`src/rtl/spi_dreq_pkg.sv`:
```
package spi_dreq_pkg;

  localparam int unsigned RX_MARK_W = 3;
  localparam int unsigned MAX_BURST = 8;

  // Largest power of two not above mark+1, capped at MAX_BURST.
  function automatic int unsigned rx_burst_of(input int unsigned mark);
    int unsigned want;
    int unsigned b;
    want = mark + 1;
    b = 1;
    for (int k = 1; (1 << k) <= MAX_BURST; k++) begin
      if ((1 << k) <= want) b = 1 << k;
    end
    return b;
  endfunction

  // Free words in a FIFO of the given depth.
  function automatic int unsigned tx_space(input int unsigned level, input int unsigned depth);
    return (level >= depth) ? 0 : depth - level;
  endfunction

  // Transmit burst length: a quarter of the depth, at least one word.
  function automatic int unsigned tx_burst_of(input int unsigned depth);
    return (depth / 4 == 0) ? 1 : depth / 4;
  endfunction

endpackage

```
`src/rtl/spi_dreq_hs.sv`:
```
module spi_dreq_hs (
  input  logic clk,
  input  logic rst_n,
  input  logic want,
  input  logic use_burst,
  input  logic ack,
  output logic single_q,
  output logic burst_q,
  output logic hold_q
);

  logic fire;

  assign fire = want & ~ack & ~hold_q;

  always_ff @(posedge clk) begin
    if (!rst_n) begin
      single_q <= 1'b0;
      burst_q  <= 1'b0;
      hold_q   <= 1'b0;
    end else begin
      hold_q   <= ack;
      single_q <= fire & ~use_burst;
      burst_q  <= fire & use_burst;
    end
  end

endmodule

```
`src/rtl/spi_dreq_tx_chan.sv`:
```
module spi_dreq_tx_chan
  import spi_dreq_pkg::*;
#(
  parameter int unsigned DEPTH = 32,
  parameter int unsigned LVL_W = $clog2(DEPTH + 1)
) (
  input  logic             clk,
  input  logic             rst_n,
  input  logic             enable,
  input  logic [LVL_W-1:0] level,
  input  logic [LVL_W-1:0] mark,
  input  logic             ack,
  output logic             single_q,
  output logic             burst_q,
  output logic             want,
  output logic             hold_q
);

  localparam logic [LVL_W-1:0] BURST_L = LVL_W'(tx_burst_of(DEPTH));

  logic [LVL_W-1:0] space;
  logic             use_burst;

  assign space     = LVL_W'(tx_space(32'(level), DEPTH));
  assign want      = enable && (level <= mark) && (space != '0);
  assign use_burst = (space >= BURST_L);

  spi_dreq_hs i_hs (
    .clk       (clk),
    .rst_n     (rst_n),
    .want      (want),
    .use_burst (use_burst),
    .ack       (ack),
    .single_q  (single_q),
    .burst_q   (burst_q),
    .hold_q    (hold_q)
  );

endmodule

```
`src/rtl/spi_dreq_rx_chan.sv`:
```
module spi_dreq_rx_chan
  import spi_dreq_pkg::*;
#(
  parameter int unsigned LVL_W = 6
) (
  input  logic                 clk,
  input  logic                 rst_n,
  input  logic                 enable,
  input  logic [LVL_W-1:0]     level,
  input  logic [RX_MARK_W-1:0] mark,
  input  logic                 ack,
  output logic                 single_q,
  output logic                 burst_q,
  output logic                 want,
  output logic                 hold_q
);

  logic [LVL_W-1:0] eff_burst;
  logic             use_burst;

  assign eff_burst = LVL_W'(rx_burst_of(32'(mark)));
  assign want      = enable && (level >= eff_burst);
  assign use_burst = (eff_burst != LVL_W'(1));

  spi_dreq_hs i_hs (
    .clk       (clk),
    .rst_n     (rst_n),
    .want      (want),
    .use_burst (use_burst),
    .ack       (ack),
    .single_q  (single_q),
    .burst_q   (burst_q),
    .hold_q    (hold_q)
  );

endmodule

```
`src/rtl/spi_dma_req_gen.sv`:
```
module spi_dma_req_gen
  import spi_dreq_pkg::*;
#(
  parameter int unsigned DEPTH = 32,
  parameter int unsigned LVL_W = $clog2(DEPTH + 1)
) (
  input  logic                 clk,
  input  logic                 rst_n,
  input  logic                 ctrl_en,
  input  logic [1:0]           dma_ctl,
  input  logic [LVL_W-1:0]     tx_level,
  input  logic [LVL_W-1:0]     rx_level,
  input  logic [LVL_W-1:0]     tx_mark,
  input  logic [RX_MARK_W-1:0] rx_mark,
  input  logic                 tx_ack,
  input  logic                 rx_ack,
  output logic                 tx_single_req,
  output logic                 tx_burst_req,
  output logic                 rx_single_req,
  output logic                 rx_burst_req
);

  logic tx_enable;
  logic rx_enable;
  logic tx_want;
  logic rx_want;
  logic tx_hold;
  logic rx_hold;

  assign rx_enable = ctrl_en & dma_ctl[0];
  assign tx_enable = ctrl_en & dma_ctl[1];

  spi_dreq_tx_chan #(
    .DEPTH (DEPTH),
    .LVL_W (LVL_W)
  ) i_tx (
    .clk      (clk),
    .rst_n    (rst_n),
    .enable   (tx_enable),
    .level    (tx_level),
    .mark     (tx_mark),
    .ack      (tx_ack),
    .single_q (tx_single_req),
    .burst_q  (tx_burst_req),
    .want     (tx_want),
    .hold_q   (tx_hold)
  );

  spi_dreq_rx_chan #(
    .LVL_W (LVL_W)
  ) i_rx (
    .clk      (clk),
    .rst_n    (rst_n),
    .enable   (rx_enable),
    .level    (rx_level),
    .mark     (rx_mark),
    .ack      (rx_ack),
    .single_q (rx_single_req),
    .burst_q  (rx_burst_req),
    .want     (rx_want),
    .hold_q   (rx_hold)
  );

endmodule

```
`config.mk`:
```
export PLATFORM = sky130hd
export DESIGN_NAME = spi_dma_req_gen
export DESIGN_NICKNAME = d
export VERILOG_FILES = /design/src/rtl/spi_dreq_pkg.sv /design/src/rtl/spi_dreq_hs.sv /design/src/rtl/spi_dreq_tx_chan.sv /design/src/rtl/spi_dreq_rx_chan.sv /design/src/rtl/spi_dma_req_gen.sv
export SDC_FILE = /design/constraint.sdc
export NUM_CORES = 1
export LEC_CHECK = 0
export CELL_PAD_IN_SITES_DETAIL_PLACEMENT = 0
export CELL_PAD_IN_SITES_GLOBAL_PLACEMENT = 1
export CORE_MARGIN = 2
export CORE_UTILIZATION = 28
export DETAILED_ROUTE_END_ITERATION = 12
export PLACE_DENSITY_LB_ADDON = 0.1
export SKIP_CTS_REPAIR_TIMING = 1
export SLEW_MARGIN = 10
export SYNTH_ARGS = -nofsm -noshare
export SYNTH_HDL_FRONTEND = slang
export SYNTH_HIERARCHICAL = 1
export SYNTH_SLANG_ARGS = --single-unit
```
`constraint.sdc`:
```
create_clock -name clk -period 2.8 [get_ports clk]
set_input_delay 0.56 -clock clk [delete_from_list [all_inputs] [get_ports clk]]
set_output_delay 0.56 -clock clk [all_outputs]
set_load 0.01 [all_outputs]
```
==> results.sh <==
export IMPL_syn_inst=68
export IMPL_fin_hold_ws_ps=531
export IMPL_register_area_um2=120
export IMPL_clk_pin_slew_ps=40
export IMPL_syn_area_per_cell_um2=8.45
export IMPL_cts_max_path_buffers=2
export IMPL_final_setup_tns_ps=0
export IMPL_crit_fanout=3
export IMPL_totalWireLength_mm=1.15
export IMPL_viasPerCell=4.42
export IMPL_p_leak_nw=0.418
export IMPL_synthesis_nets=107
export IMPL_crit_slowest_cell="clkdlybuf4s50_1"
export IMPL_synthMostInstantiatedCell="inv_1"
export IMPL_setup_viol=0
export IMPL_cp_end_kind="register"
export IMPL_placedCellCount=126
export IMPL_cts_root_buf="clkbuf_4"
export IMPL_cts_sinks=6
export IMPL_ys_warn_count=6
export IMPL_grt_max_degree=5
export IMPL_via_count=570
export IMPL_fin_area_um2=941
export IMPL_rsz0062_at_grt="false"
export IMPL_finalHoldViolCount=0
export IMPL_ys_types=25
export IMPL_multi_input_area_um2=409
export IMPL_grt_total_usage_pct=11.0
export IMPL_fillers=207
export IMPL_crit_path_max_incr_delay_ps=480
export IMPL_wl_per_cell_um=8.93
export IMPL_hpwl_mm=1.03
export IMPL_area_delta_synth_final_pct=63.8
export IMPL_path_delay_family="compound AO/OA/AOI/OAI gates"
export IMPL_ys_seq_elements=6
export IMPL_crit_buf_inv=1
export IMPL_min_period_ps=2190
export IMPL_syn_area_um2=574
export IMPL_synthTopCellsByCount="inv_1, ha_1, dfxtp_1, nor2_1, and2_1"
export IMPL_fmaxAchievable_ghz=0.457
export IMPL_synth_async_reset_ratio_pct=0
export IMPL_cts_tree="built"
export IMPL_ant_nets=0
export IMPL_drtPass1Iterations=4
export IMPL_max_slew_margin_rel_pct=65.0
export IMPL_fin_crit_sh_pct=78.1
export IMPL_slew_violations=0
export IMPL_die_area_um2=2430
export IMPL_min_path_type="reg2reg"
export IMPL_crit_type="in2reg"
export IMPL_cts_max_level=1
export IMPL_rows=16
export IMPL_ys_seq_area_share_pct=20.9
export IMPL_numCtsBuffers=3
export IMPL_r2r_slack_ps=2150
export IMPL_drcViolationCount=0
export IMPL_insertedDiodeCount=0
export IMPL_setup_ws_ps=612
export IMPL_peakVddDrop_mv=0.113
export IMPL_crit_arrival_ps=2360
export IMPL_critPathRequiredTime_ps=2980
export IMPL_yosysTopAreaCell="ha_1"
export IMPL_status="finished clean"
export IMPL_portBuffers=31
export IMPL_gp_congestion=0.746
export IMPL_grt_pass1_vias=570
export IMPL_final_cells=129
export IMPL_synth_ff_type="dfxtp_1"
export IMPL_dp_slack_ps=357
export IMPL_clkLatencyLatePin_ps=240
export IMPL_drtIter0Drc=1
export IMPL_power_density_nw_per_um2=276
export IMPL_overflow=0
export IMPL_synth_area_leaders="ha_1, dfxtp_1, inv_1, and2_1, nand4bb_1"
export IMPL_grt_antenna_before_repair=0
export IMPL_die_y_um=49.3
export IMPL_place_area_um2=918
export IMPL_yosysTopAreaCellShare_pct=24.0
export IMPL_io_pins=32
export IMPL_drive_above_1_share_pct=8.82
export IMPL_drv_cap=0
export IMPL_start_util_pct=29.6
export IMPL_worst_slew_pin_slew_ps=523
export IMPL_synth_edf_count=0
export IMPL_nNetsFinal=143
export IMPL_crit_path_cell_trace="clkdlybuf4s50_1 -> ha_1 -> and4_4 -> o21ai_2 -> o211ai_2 -> a2111oi_2 -> nand4bb_1 -> nor2_1"
export IMPL_skew_ps=0.0892
export IMPL_fp_coreArea_um2=1940
export IMPL_die_width_um=49.3
export IMPL_start_kind="input port"
export IMPL_grt_pass1_wl_mm=2.13
==> through the flow <==
stage               utilization [%]  total power, mW
detailed placement             47.3            0.185
CTS                            48.5            0.264
global route                   48.5            0.276
finish                         48.5            0.260
global placement               47.3            0.185
floorplan                         -            0.133
==> path summary, 6_finish.rpt <==
check / cells past startpoint / end / start
worst max-delay path: 8 / i_tx/i_hs/burst_q$_SDFF_PN0_ / tx_level[5]
worst min-delay path: 2 / i_rx/i_hs/burst_q$_SDFF_PN0_ / i_rx/i_hs/hold_q$_SDFF_PN0_
worst max register to register: 2 / i_tx/i_hs/burst_q$_SDFF_PN0_ / i_tx/i_hs/hold_q$_SDFF_PN0_
worst min register to register: 2 / i_rx/i_hs/burst_q$_SDFF_PN0_ / i_rx/i_hs/hold_q$_SDFF_PN0_
==> logic make-up after synthesis <==
logic type | share of synthesized area, %
AO/OA/AOI/OAI | 16.1
XOR/XNOR | 3.05
AND/OR/NAND/NOR | 28.1
buffers and inverters | 7.84
flip-flops | 20.9
adder cells (fa/ha/maj) | 24.0
==> area by class of cell <==
class | count | share of cell area, %
sequential | 6 | 12.8
multi-input combinational | 50 | 43.5
tap | 27 | 3.59
timing repair buffer | 31 | 33.0
inverter | 12 | 4.79
clock buffer | 3 | 2.39
==> registers in the layout, summed over array words and instances (netlist names) <==
register            count
i_rx/i_hs/burst_q       1
i_rx/i_hs/hold_q        1
i_rx/i_hs/single_q      1
i_tx/i_hs/burst_q       1
i_tx/i_hs/hold_q        1
i_tx/i_hs/single_q      1
==> routing by layer <==
metal  part of all wire, %  global-route usage, %  vias to the layer above
li1                      -                      -                      304
met1                    48                   13.5                      246
met2                    47                   18.0                       20
met3                   5.4                   1.23                        0
met4                     0                   7.14                        0
met5                     0                      0                        -
==> worst reg2reg max path, cell delays in order (launching register included) <==
cell and delay (ps):
dfxtp_1 290, nand4bb_1 200, nor2_1 100
==> power breakdown <==
part / leakage, nW / total, mW / switching (mW) / internal, mW
clock: 0.0138 / 0.0766 / 0.0283 / 0.0483
combinational: 0.355 / 0.0946 / 0.0351 / 0.0596
sequential: 0.0489 / 0.0884 / 0.000528 / 0.0879
==> cell usage in the layout, fill, tap and decap left out, drive strengths merged <==
cell / synthesis / layout
nor2: 5 / 5
o311a: 1 / 1
nor3: 2 / 2
or2: 1 / 1
nand2b: 2 / 2
a21o: 1 / 1
and2: 4 / 4
nand2: 3 / 3
nand3: 2 / 2
inv: 12 / 12
nor2b: 1 / 1
clkbuf: 0 / 3
nand4bb: 2 / 2
o21ai: 2 / 2
dfxtp: 6 / 6
xor2: 2 / 2
clkdlybuf4s50: 0 / 31
nand3b: 1 / 1
ha: 11 / 11
and4: 1 / 1
or3: 2 / 2
a21oi: 4 / 4
a2111oi: 2 / 2
o211ai: 1 / 1
No activity file was read; power rests on OpenSTA's default activity.
